`config.mk`:
```
export PLATFORM = sky130hd
export DESIGN_NAME = simd_byte_decoder
export DESIGN_NICKNAME = d
export VERILOG_FILES = /design/src/rtl/simd_dec_pkg.sv /design/src/rtl/simd_opc_classify.sv /design/src/rtl/simd_shcnt_resolve.sv /design/src/rtl/simd_dec_parse.sv /design/src/rtl/simd_byte_decoder.sv
export SDC_FILE = /design/constraint.sdc
export NUM_CORES = 1
export LEC_CHECK = 0
export ABC_AREA = 1
export BUFFER_PORTS_ARGS = -buffer_cell sky130_fd_sc_hd__buf_2
export CAP_MARGIN = 10
export CORE_ASPECT_RATIO = 0.8
export CORE_MARGIN = 2
export CORE_UTILIZATION = 36
export CTS_BUF_LIST = sky130_fd_sc_hd__clkbuf_4 sky130_fd_sc_hd__clkbuf_8
export CTS_CLUSTER_DIAMETER = 80
export DETAILED_ROUTE_END_ITERATION = 8
export PLACE_DENSITY = 0.58
export SETUP_SLACK_MARGIN = 0.5
export SLEW_MARGIN = 0
export SYNTH_ARGS = -nofsm -noshare
export SYNTH_HDL_FRONTEND = slang
export SYNTH_HIERARCHICAL = 1
export SYNTH_SLANG_ARGS = --single-unit
```
`constraint.sdc`:
```
create_clock -name clk -period 4.5 [get_ports clk]
set_input_delay 0.9 -clock clk [delete_from_list [all_inputs] [get_ports clk]]
set_output_delay 0.9 -clock clk [all_outputs]
set_load 0.02 [all_outputs]
```
`src/rtl/simd_dec_pkg.sv`:
```
package simd_dec_pkg;
  localparam int BYTE_W = 8;
  localparam int REG_W  = 3;
  localparam int GRAN_W = 2;
  localparam int MOD_W  = 2;
  localparam int CLS_W  = 5;

  localparam logic [BYTE_W-1:0] ESC_BYTE  = 8'h0F;
  localparam logic [GRAN_W-1:0] GRAN_FULL = 2'b11;
  localparam logic [MOD_W-1:0]  MOD_REG   = 2'b11;

  typedef enum logic [CLS_W-1:0] {
    C_CLEAR  = 5'd0,
    C_ADD    = 5'd1,  C_ADDS  = 5'd2,  C_ADDUS = 5'd3,
    C_SUB    = 5'd4,  C_SUBS  = 5'd5,  C_SUBUS = 5'd6,
    C_SLL    = 5'd7,  C_SRA   = 5'd8,  C_SRL   = 5'd9,
    C_SLLI   = 5'd10, C_SRAI  = 5'd11, C_SRLI  = 5'd12,
    C_AND    = 5'd13, C_ANDN  = 5'd14, C_OR    = 5'd15, C_XOR = 5'd16,
    C_CMPEQ  = 5'd17, C_CMPGT = 5'd18,
    C_LDD    = 5'd19, C_STD   = 5'd20, C_LDQ   = 5'd21, C_STQ = 5'd22
  } op_cls_e;

  typedef struct packed {
    op_cls_e           cls;
    logic [GRAN_W-1:0] gran;
    logic [REG_W-1:0]  dst;
    logic [REG_W-1:0]  src;
    logic              mem;
    logic [BYTE_W-1:0] imm;
    logic [MOD_W-1:0]  mode;
    logic [REG_W-1:0]  rm;
  } dec_rec_t;

  typedef enum logic [1:0] {
    PS_ESC, PS_OPC, PS_MODRM, PS_IMM
  } parse_st_e;
endpackage

```
`src/rtl/simd_opc_classify.sv`:
```
module simd_opc_classify
  import simd_dec_pkg::*;
(
  input  logic [BYTE_W-1:0] opc,
  output op_cls_e           cls,
  output logic              known,
  output logic              has_gran,
  output logic              needs_modrm,
  output logic              shcnt_grp
);
  always_comb begin
    cls         = C_CLEAR;
    known       = 1'b1;
    has_gran    = 1'b0;
    needs_modrm = 1'b1;
    shcnt_grp   = 1'b0;
    case (opc)
      8'h77: needs_modrm = 1'b0;
      8'h6E: cls = C_LDD;
      8'h7E: cls = C_STD;
      8'h6F: cls = C_LDQ;
      8'h7F: cls = C_STQ;
      8'hDB: cls = C_AND;
      8'hDF: cls = C_ANDN;
      8'hEB: cls = C_OR;
      8'hEF: cls = C_XOR;
      default: begin
        has_gran = 1'b1;
        casez (opc)
          8'b1111_11??: cls = C_ADD;
          8'b1110_11??: cls = C_ADDS;
          8'b1101_11??: cls = C_ADDUS;
          8'b1111_10??: cls = C_SUB;
          8'b1110_10??: cls = C_SUBS;
          8'b1101_10??: cls = C_SUBUS;
          8'b1111_00??: cls = C_SLL;
          8'b1110_00??: cls = C_SRA;
          8'b1101_00??: cls = C_SRL;
          8'b0111_00??: begin
            cls       = C_SLLI;
            shcnt_grp = 1'b1;
          end
          8'b0111_01??: cls = C_CMPEQ;
          8'b0110_01??: begin
            cls   = C_CMPGT;
            known = (opc[1:0] != 2'b11);
          end
          default: begin
            known    = 1'b0;
            has_gran = 1'b0;
          end
        endcase
      end
    endcase
  end
endmodule

```
`src/rtl/simd_shcnt_resolve.sv`:
```
module simd_shcnt_resolve
  import simd_dec_pkg::*;
(
  input  logic [MOD_W-1:0] mode,
  input  logic [REG_W-1:0] sel,
  output op_cls_e          cls,
  output logic             ok
);
  always_comb begin
    cls = C_SLLI;
    ok  = (mode == MOD_REG);
    case (sel)
      3'b110:  cls = C_SLLI;
      3'b100:  cls = C_SRAI;
      3'b010:  cls = C_SRLI;
      default: ok = 1'b0;
    endcase
  end
endmodule

```
`src/rtl/simd_dec_parse.sv`:
```
module simd_dec_parse
  import simd_dec_pkg::*;
(
  input  logic              clk,
  input  logic              rst_n,
  input  logic              in_valid,
  input  logic [BYTE_W-1:0] in_byte,
  output logic              in_ready,
  input  op_cls_e           opc_cls,
  input  logic              opc_known,
  input  logic              opc_has_gran,
  input  logic              opc_needs_modrm,
  input  logic              opc_shcnt,
  input  op_cls_e           sh_cls,
  input  logic              sh_ok,
  output logic              out_valid,
  input  logic              out_ready,
  output dec_rec_t          out_rec,
  output logic              illegal
);
  parse_st_e         st;
  op_cls_e           cls_q;
  logic [GRAN_W-1:0] gran_q;
  logic              shcnt_q;
  logic [REG_W-1:0]  rm_q;
  logic              accept;

  logic [MOD_W-1:0]  b_mode;
  logic [REG_W-1:0]  b_reg;
  logic [REG_W-1:0]  b_rm;

  assign in_ready = !out_valid || out_ready;
  assign accept   = in_valid && in_ready;
  assign b_mode   = in_byte[7:6];
  assign b_reg    = in_byte[5:3];
  assign b_rm     = in_byte[2:0];

  always_ff @(posedge clk) begin
    if (!rst_n) begin
      st        <= PS_ESC;
      cls_q     <= C_CLEAR;
      gran_q    <= '0;
      shcnt_q   <= 1'b0;
      rm_q      <= '0;
      out_valid <= 1'b0;
      out_rec   <= '0;
      illegal   <= 1'b0;
    end else begin
      illegal <= 1'b0;
      if (out_valid && out_ready) out_valid <= 1'b0;
      if (accept) begin
        case (st)
          PS_ESC: begin
            if (in_byte == ESC_BYTE) st <= PS_OPC;
          end
          PS_OPC: begin
            if (!opc_known) begin
              illegal <= 1'b1;
              st      <= PS_ESC;
            end else if (!opc_needs_modrm) begin
              out_rec      <= '0;
              out_rec.cls  <= C_CLEAR;
              out_rec.gran <= GRAN_FULL;
              out_valid    <= 1'b1;
              st           <= PS_ESC;
            end else begin
              cls_q   <= opc_cls;
              gran_q  <= opc_has_gran ? in_byte[1:0] : GRAN_FULL;
              shcnt_q <= opc_shcnt;
              st      <= PS_MODRM;
            end
          end
          PS_MODRM: begin
            if (shcnt_q) begin
              if (!sh_ok) begin
                illegal <= 1'b1;
                st      <= PS_ESC;
              end else begin
                cls_q <= sh_cls;
                rm_q  <= b_rm;
                st    <= PS_IMM;
              end
            end else begin
              out_rec.cls  <= cls_q;
              out_rec.gran <= gran_q;
              out_rec.dst  <= b_reg;
              out_rec.src  <= b_rm;
              out_rec.mem  <= (b_mode != MOD_REG);
              out_rec.imm  <= '0;
              out_rec.mode <= b_mode;
              out_rec.rm   <= b_rm;
              out_valid    <= 1'b1;
              st           <= PS_ESC;
            end
          end
          PS_IMM: begin
            out_rec.cls  <= cls_q;
            out_rec.gran <= gran_q;
            out_rec.dst  <= rm_q;
            out_rec.src  <= rm_q;
            out_rec.mem  <= 1'b0;
            out_rec.imm  <= in_byte;
            out_rec.mode <= MOD_REG;
            out_rec.rm   <= rm_q;
            out_valid    <= 1'b1;
            st           <= PS_ESC;
          end
          default: st <= PS_ESC;
        endcase
      end
    end
  end


  stall_hold_chk: assert property (@(posedge clk) disable iff (!rst_n)
    (out_valid && !out_ready) |=> (out_valid && $stable(out_rec)));


  illegal_pulse_chk: assert property (@(posedge clk) disable iff (!rst_n)
    illegal |=> !illegal);


  illegal_no_rec_chk: assert property (@(posedge clk) disable iff (!rst_n)
    illegal |-> !$rose(out_valid));


  shcnt_regform_chk: assert property (@(posedge clk) disable iff (!rst_n)
    (out_valid && (out_rec.cls inside {C_SLLI, C_SRAI, C_SRLI}))
      |-> (out_rec.mode == MOD_REG && !out_rec.mem && out_rec.dst == out_rec.rm));


  clear_zero_chk: assert property (@(posedge clk) disable iff (!rst_n)
    (out_valid && out_rec.cls == C_CLEAR)
      |-> (out_rec.imm == '0 && out_rec.mode == '0 && out_rec.gran == GRAN_FULL));
endmodule

```
`src/rtl/simd_byte_decoder.sv`:
```
module simd_byte_decoder
  import simd_dec_pkg::*;
(
  input  logic              clk,
  input  logic              rst_n,
  input  logic              in_valid,
  input  logic [BYTE_W-1:0] in_byte,
  output logic              in_ready,
  output logic              out_valid,
  input  logic              out_ready,
  output logic [CLS_W-1:0]  out_cls,
  output logic [GRAN_W-1:0] out_gran,
  output logic [REG_W-1:0]  out_dst,
  output logic [REG_W-1:0]  out_src,
  output logic              out_mem,
  output logic [BYTE_W-1:0] out_imm,
  output logic [MOD_W-1:0]  out_mod,
  output logic [REG_W-1:0]  out_rm,
  output logic              illegal
);
  op_cls_e  opc_cls;
  logic     opc_known;
  logic     opc_has_gran;
  logic     opc_needs_modrm;
  logic     opc_shcnt;
  op_cls_e  sh_cls;
  logic     sh_ok;
  dec_rec_t rec;

  simd_opc_classify u_classify (
    .opc         (in_byte),
    .cls         (opc_cls),
    .known       (opc_known),
    .has_gran    (opc_has_gran),
    .needs_modrm (opc_needs_modrm),
    .shcnt_grp   (opc_shcnt)
  );

  simd_shcnt_resolve u_shcnt (
    .mode (in_byte[7:6]),
    .sel  (in_byte[5:3]),
    .cls  (sh_cls),
    .ok   (sh_ok)
  );

  simd_dec_parse u_parse (
    .clk             (clk),
    .rst_n           (rst_n),
    .in_valid        (in_valid),
    .in_byte         (in_byte),
    .in_ready        (in_ready),
    .opc_cls         (opc_cls),
    .opc_known       (opc_known),
    .opc_has_gran    (opc_has_gran),
    .opc_needs_modrm (opc_needs_modrm),
    .opc_shcnt       (opc_shcnt),
    .sh_cls          (sh_cls),
    .sh_ok           (sh_ok),
    .out_valid       (out_valid),
    .out_ready       (out_ready),
    .out_rec         (rec),
    .illegal         (illegal)
  );

  assign out_cls  = rec.cls;
  assign out_gran = rec.gran;
  assign out_dst  = rec.dst;
  assign out_src  = rec.src;
  assign out_mem  = rec.mem;
  assign out_imm  = rec.imm;
  assign out_mod  = rec.mode;
  assign out_rm   = rec.rm;
endmodule

```
## Word-level counts from Yosys, hierarchy flattened

Cells that the tools add are included.

- Register bits: 42
- Bits of input ports: 12
- Output and inout port bits: 30
- Logic and storage cells: 108

- Eq/ne operators: 38
- Multiplexer cells: 36
- Bitwise logic cells: 1
- Reductions and logical operators: 18

Operator list:

| cell | number |
|---|---|
| 27-bit two-way mux | 3 |
| 27-bit case mux with 3 select lines | 1 |
| 5-bit case mux with 12 select lines | 1 |
| 6-bit equality test (second input constant) | 9 |
| 8-bit by 7-bit equality test with 1-bit output (second input constant) | 5 |
| 5-bit case mux with 8 select lines | 1 |
| 8-bit equality test (second input constant) | 4 |
| 5-bit two-way mux | 4 |
| 6-bit by 5-bit equality test with 1-bit output (second input constant) | 3 |
| 1-bit two-way mux | 14 |
| 2-bit two-way mux | 6 |
| 12-bit OR reduction | 1 |
| 11-bit OR reduction | 1 |
| 2-bit != test (second input constant) | 5 |
| 5-bit case mux with 2 select lines | 1 |
| 9-bit OR reduction | 1 |
| 8-bit by 4-bit equality test with 1-bit output (second input constant) | 1 |
| 2-bit by 1-bit != test with 1-bit output (second input constant) | 4 |
| 2-bit case mux with 4 select lines | 1 |
| 4-bit AND reduction | 2 |
| 8-bit OR reduction | 1 |
| 2-bit equality test (second input constant) | 3 |
| 3-bit equality test (second input constant) | 2 |
| 3-bit case mux with 2 select lines | 1 |
| 15 further kinds | 18 |

## Longest topological paths before layout

- Depth after elaboration: 7
- Gate-level depth with buffers: 15

## Cells and area by module

The synthesis kept the hierarchy.

Modules (own cells, without submodules):

| module | times used | cells each | area each (um^2) | sequential area each (um^2) |
|---|---|---|---|---|
| simd_dec_parse | 1 | 287 | 1909.3 | 780.7 |
| simd_opc_classify | 1 | 99 | 479.2 | 0.0 |
| simd_shcnt_resolve | 1 | 12 | 56.3 | 0.0 |

## Least setup slack after synthesis

Ideal clock, no wire load.

- Path kind: input to register
- Start point: input port in_byte[0]
- End point: register u_parse/out_rec[10] (netlist bit)
- Library setup time: 0.113 ns
- Arrival: 2.309 ns
- Required time: 4.387 ns
- Slack: 2.078 ns
- Stages on the path: 14
- Cell sequence: nand2_1 > nor2_1 > nand2_1 > nand3_2 > nor2_4 > nand2_2 > inv_1 > nand2_1 > a21oi_2 > nor3_4 > buf_6 > nand2_1 > nand2_1 > nor2_1

- Longest elaborated chain between the ends: 5

RTL lines:

| item | line | source |
|---|---|---|
| start: declaration | simd_byte_decoder.sv:7 | `input logic [BYTE_W-1:0] in_byte,` |
| 8-bit by 7-bit equality test with 1-bit output, or another cell as far along | simd_opc_classify.sv:17 | `case (opc)` |
| 9-bit OR reduction (no source line) / 1-bit case mux with 2 select lines (equally long branches) | n/a |  |
| 1-bit two-way mux (*) | simd_opc_classify.sv:17 |  |
| via opc_known | simd_byte_decoder.sv:22 | `logic opc_known;` |
| 2-bit by 1-bit != test with 1-bit output (no source line) (*) | n/a |  |
| 5-bit AND reduction (no source line) (*) | n/a |  |
| end: declaration | simd_dec_parse.sv:18 | `output dec_rec_t out_rec,` |

The timed path passes the listed nets; every way through them passes the cells marked *.
A chain may end at the register's enable or synchronous reset.

## Worst setup path after layout

- Start point: input port in_byte[7]
- End point: register u_parse/out_rec[13] (netlist bit)

- Longest elaborated chain between the ends: 6

RTL lines:

| item | line | source |
|---|---|---|
| 6-bit equality test / 6-bit by 5-bit equality test with 1-bit output (equally long branches) | simd_opc_classify.sv:29 | `casez (opc)` |
| 11-bit OR reduction (no source line) | n/a |  |
| 1-bit case mux with 2 select lines | simd_opc_classify.sv:29 |  |
| 1-bit two-way mux (*) | simd_opc_classify.sv:17 |  |
| via opc_known | simd_byte_decoder.sv:22 |  |
| 2-bit by 1-bit != test with 1-bit output (no source line) (*) | n/a |  |
| 5-bit AND reduction (no source line) (*) | n/a |  |

The timed path passes the listed nets; every way through them passes the cells marked *. The select of a mux whose other input is x is not followed.

==> impl_metrics.py <==
metrics = {
    "synth": {
        "post_synth_instance_area_um2": 2440,
        "synth_seq_area_share_pct": 31.9,
        "synth_cell_type_count": 29,
        "synth-main-ff-cell": "dfxtp_1",
        "mean_syn_cell_area_um2": 6.14,
        "synth_cells": 398,
        "synth-edff-count": 0,
        "yosys_register_bits": 39,
        "net_count_of_the_mapped_netlist": 414,
        "synth_warnings": 6,
        "synthDominantAreaCellType": "dfxtp_1",
        "area_contributors_post_synth": "dfxtp_1 (32%), nand2_1 (15%), nor2_1 (15%), inv_1 (6.1%), nand3_1 (5.7%)",
        "synth_async_sr_flop_share_pct": 0,
        "post-synth-top-area-fraction_pct": 31.9,
    },
    "timing": {
        "min_period_ns": 3.06,
        "finalSetupTns_ns": 0,
        "fin_crit_sh_pct": 67.9,
        "post-route-worst-setup-slack_ns": 1.44,
        "grt_setup_unrepaired": "false",
        "timing_max_transition_violations_final": 0,
        "maxSlewHeadroom_pct": 37.5,
        "final_hold_vio_count": 0,
        "transition_time_at_the_pin_with_the_least_slew_margin_ns": 0.934,
        "max_clock_freq_ghz": 0.327,
        "final.setup_skew_ns": 0.00616,
        "setup-violations-final": 0,
    },
    "critical_path": {
        "crit_chain": "buf_2 > inv_1 > nand2_1 > nor2_2 > nand2_2 > nand2_2 > nor2_4 > nand2_2 > inv_1 > nand2_1 > a21oi_2 > nor3_4 > buf_4 > nor2_1 > nor2_1",
        "critical-path-top-cell-by-count": "nand2_2",
        "end_kind": "flop",
        "kind_of_critical_path": "in2reg",
        "reg2reg_from": "u_parse/st[0]",
        "regToRegSetupSlack_ns": 2.06,
        "cp_slowest_stage_delay_ns": 0.72,
        "cp_max_fo": 27,
        "reg2regPathDepth": 8,
        "timing.critical_path.required_ns": 4.72,
        "critical_path_arrival_ns": 3.28,
        "slowest_stage": "nor3_4",
        "reg2reg_to": "u_parse/out_rec[13]",
        "start_kind": "primary input",
    },
    "floorplanning": {
        "floorplan.io_pins": 42,
        "coreArea_um2": 6470,
        "die-width_um": 96.1,
        "die-area_um2": 7470,
        "die_y_extent_um": 77.7,
        "initial_core_utilization_pct": 37.8,
        "std_cell_rows": 26,
    },
    "worst_hold_path": {
        "min_to": "u_parse/out_rec[21]",
        "worst_hold_path.num_cells": 2,
        "hold_class": "reg2reg",
        "worst_hold_startpoint": "u_parse/out_rec[21]",
    },
    "clocking": {
        "cts_hold_buf": 0,
        "cts.root.buffer_cell": "clkbuf_8",
        "clk_path_buf_depth": 2,
        "tritoncts": "done",
        "depth_of_the_cts_h_tree": 2,
        "cts-buffers-inserted": 5,
        "cts_setup_buffers": 0,
        "cts.repair.resized": 0,
        "clock_insertion_delay_worst_skew_ns": 0.29,
        "path_clk_slew_ns": 0.08,
        "clock_sinks": 39,
    },
    "route": {
        "route.detailed.drc": 0,
        "vias": 2505,
        "drt-pass1-iter-count": 4,
        "ant_nets": 0,
        "first_iter_violations": 170,
        "post_drt_via_cell_ratio": 4.85,
        "route.final.wire_length_um": 6410,
        "routed_wire_length_per_instance_um": 12.4,
    },
    "place": {
        "numPortBuffers": 41,
        "dpl_ws_ns": 1.14,
        "placed_cell_count": 508,
        "dp_hpwl_um": 4900,
        "gpl.final_weighted_congestion": 0.930,
    },
    "finish": {
        "num-nets-final": 447,
        "layout_common_cells": "nand2_1 (96), nor2_1 (95), buf_2 (41)",
        "post_layout_nonfiller_instances": 516,
        "antennaDiodeCount": 0,
        "utilization_pct": 42.8,
        "most_frequent_standard_cell_in_the_layout_excluding_fill_and_tap_cells": "nand2_1",
        "ff_latch_area_um2": 781,
        "number_of_filler_cells_placed_in_the_layout": 715,
        "post_route_cells_drive_above_1_share_pct": 18.1,
        "footprint_of_the_multi_input_gates_um2": 1400,
        "area.growth.synth_to_final_pct": 13.2,
    },
    "power_and_ir_drop": {
        "internal_power_mw": 0.529,
        "power-per-cell-area_nw_per_um2": 255,
        "power.ir.vdd_worst_mv": 0.104,
        "clock_power_share_pct": 41.5,
        "power.net_switching_mw": 0.176,
        "switch_share_pct": 25.0,
        "sequential_share_of_power_pct": 49.1,
        "design_power_total_mw": 0.705,
        "comb_power_share_pct": 9.5,
        "leakagePower_nw": 1.39,
    },
    "grt": {
        "gr-total-overflow": 0,
        "antenna_found_initial": 0,
        "maximum_number_of_pins_on_one_net_before_global_route_repair": 39,
        "track_usage_pct": 17.8,
        "grt_pass1_vias": 2236,
        "grt_pass1_wl_um": 10500,
    },
    "run": {
        "cap_violations": 0,
    },
    "status": {
        "status": "finished clean",
    },
}
==> registers in the layout, summed over array words and instances (netlist names) <==
signal             cells
u_parse/st             2
u_parse/out_rec       24
u_parse/gran_q         2
u_parse/rm_q           3
u_parse/out_valid      1
u_parse/cls_q          5
u_parse/illegal        1
u_parse/shcnt_q        1
==> cells by family after synthesis <==
| group | synth area share (%) |
|---|---|
| AO/OA/AOI/OAI | 10.5 |
| buffers and inverters | 10.8 |
| AND/OR/NAND/NOR | 44.3 |
| other | 0.307 |
| flip-flops | 31.9 |
| adder cells (fa/ha/maj) | 2.05 |
==> metrics by stage <==
| stage | area [um2] | hold slack, ns |
|---|---|---|
| 6_report | 2770 | 0.482 |
| 5_1_grt | 2770 | 0.504 |
| 4_1_cts | 2770 | 0.487 |
| 3_5_place_dp | 2660 | 0.468 |
| 3_3_place_gp | 2660 | 0.460 |
| 2_1_floorplan | 2440 | 0.455 |
==> power groups by stage <==
stage          Clock [mW]  Combinational (mW)  Sequential [mW]
2_1_floorplan           0              0.0432            0.355
3_3_place_gp            0              0.0664            0.354
3_5_place_dp            0              0.0661            0.354
4_1_cts             0.304              0.0661            0.346
5_1_grt             0.312              0.0753            0.346
6_report            0.292              0.0668            0.346
==> worst max-delay path, delay by kind of cell <==
| kind | cells | cell delay (ns) |
|---|---|---|
| and+or+nand+nor | 10 | 1.74 |
| AOI/OAI and AO/OA | 1 | 0.10 |
| buffers and inverters | 4 | 0.54 |
==> metal layers <==
| layer | global-route usage (%) | vias to the layer above | part of all wire, % |
|---|---|---|---|
| met1 | 26.8 | 1112 | 51 |
| met4 | 3.14 | 0 | 0.58 |
| li1 | - | 1301 | - |
| met5 | 0 | - | 0 |
| met2 | 26.5 | 88 | 41 |
| met3 | 3.59 | 4 | 7.3 |
==> layout make-up <==
class	instances	share of cell area [%]
flip-flops and latches	39	28.2
repair buffers	42	7.69
clock inverters	3	1.58
multi-input cells	301	50.5
inverters	42	5.70
clock buffers	5	2.49
well taps	84	3.80
==> Yosys cell counts (2+ instances only) <==
library cell / count
a21boi_0: 5
a21oi_1: 10
a21oi_2: 2
buf_2: 2
buf_4: 6
buf_6: 3
clkbuf_1: 4
conb_1: 2
dfxtp_1: 39
ha_1: 4
inv_1: 40
inv_2: 2
nand2_1: 96
nand2_2: 11
nand3_1: 28
nand3_2: 2
nor2_1: 95
nor2_2: 2
nor2_4: 5
nor3_1: 3
o21ai_0: 26
o21ai_1: 3
or2_2: 2
==> worst max-delay path by stage <==
stage	to	cells after the start	start
after global routing	u_parse/out_rec[18]	14	in_byte[0]
after detailed placement	u_parse/out_rec[13]	14	in_byte[0]
final	u_parse/out_rec[13]	15	in_byte[7]
after floorplan	u_parse/out_rec[10]	14	in_byte[0]
after CTS	u_parse/out_rec[13]	14	in_byte[0]
after global placement	u_parse/out_rec[15]	13	in_byte[3]
No activity file was read; power rests on OpenSTA's default activity.
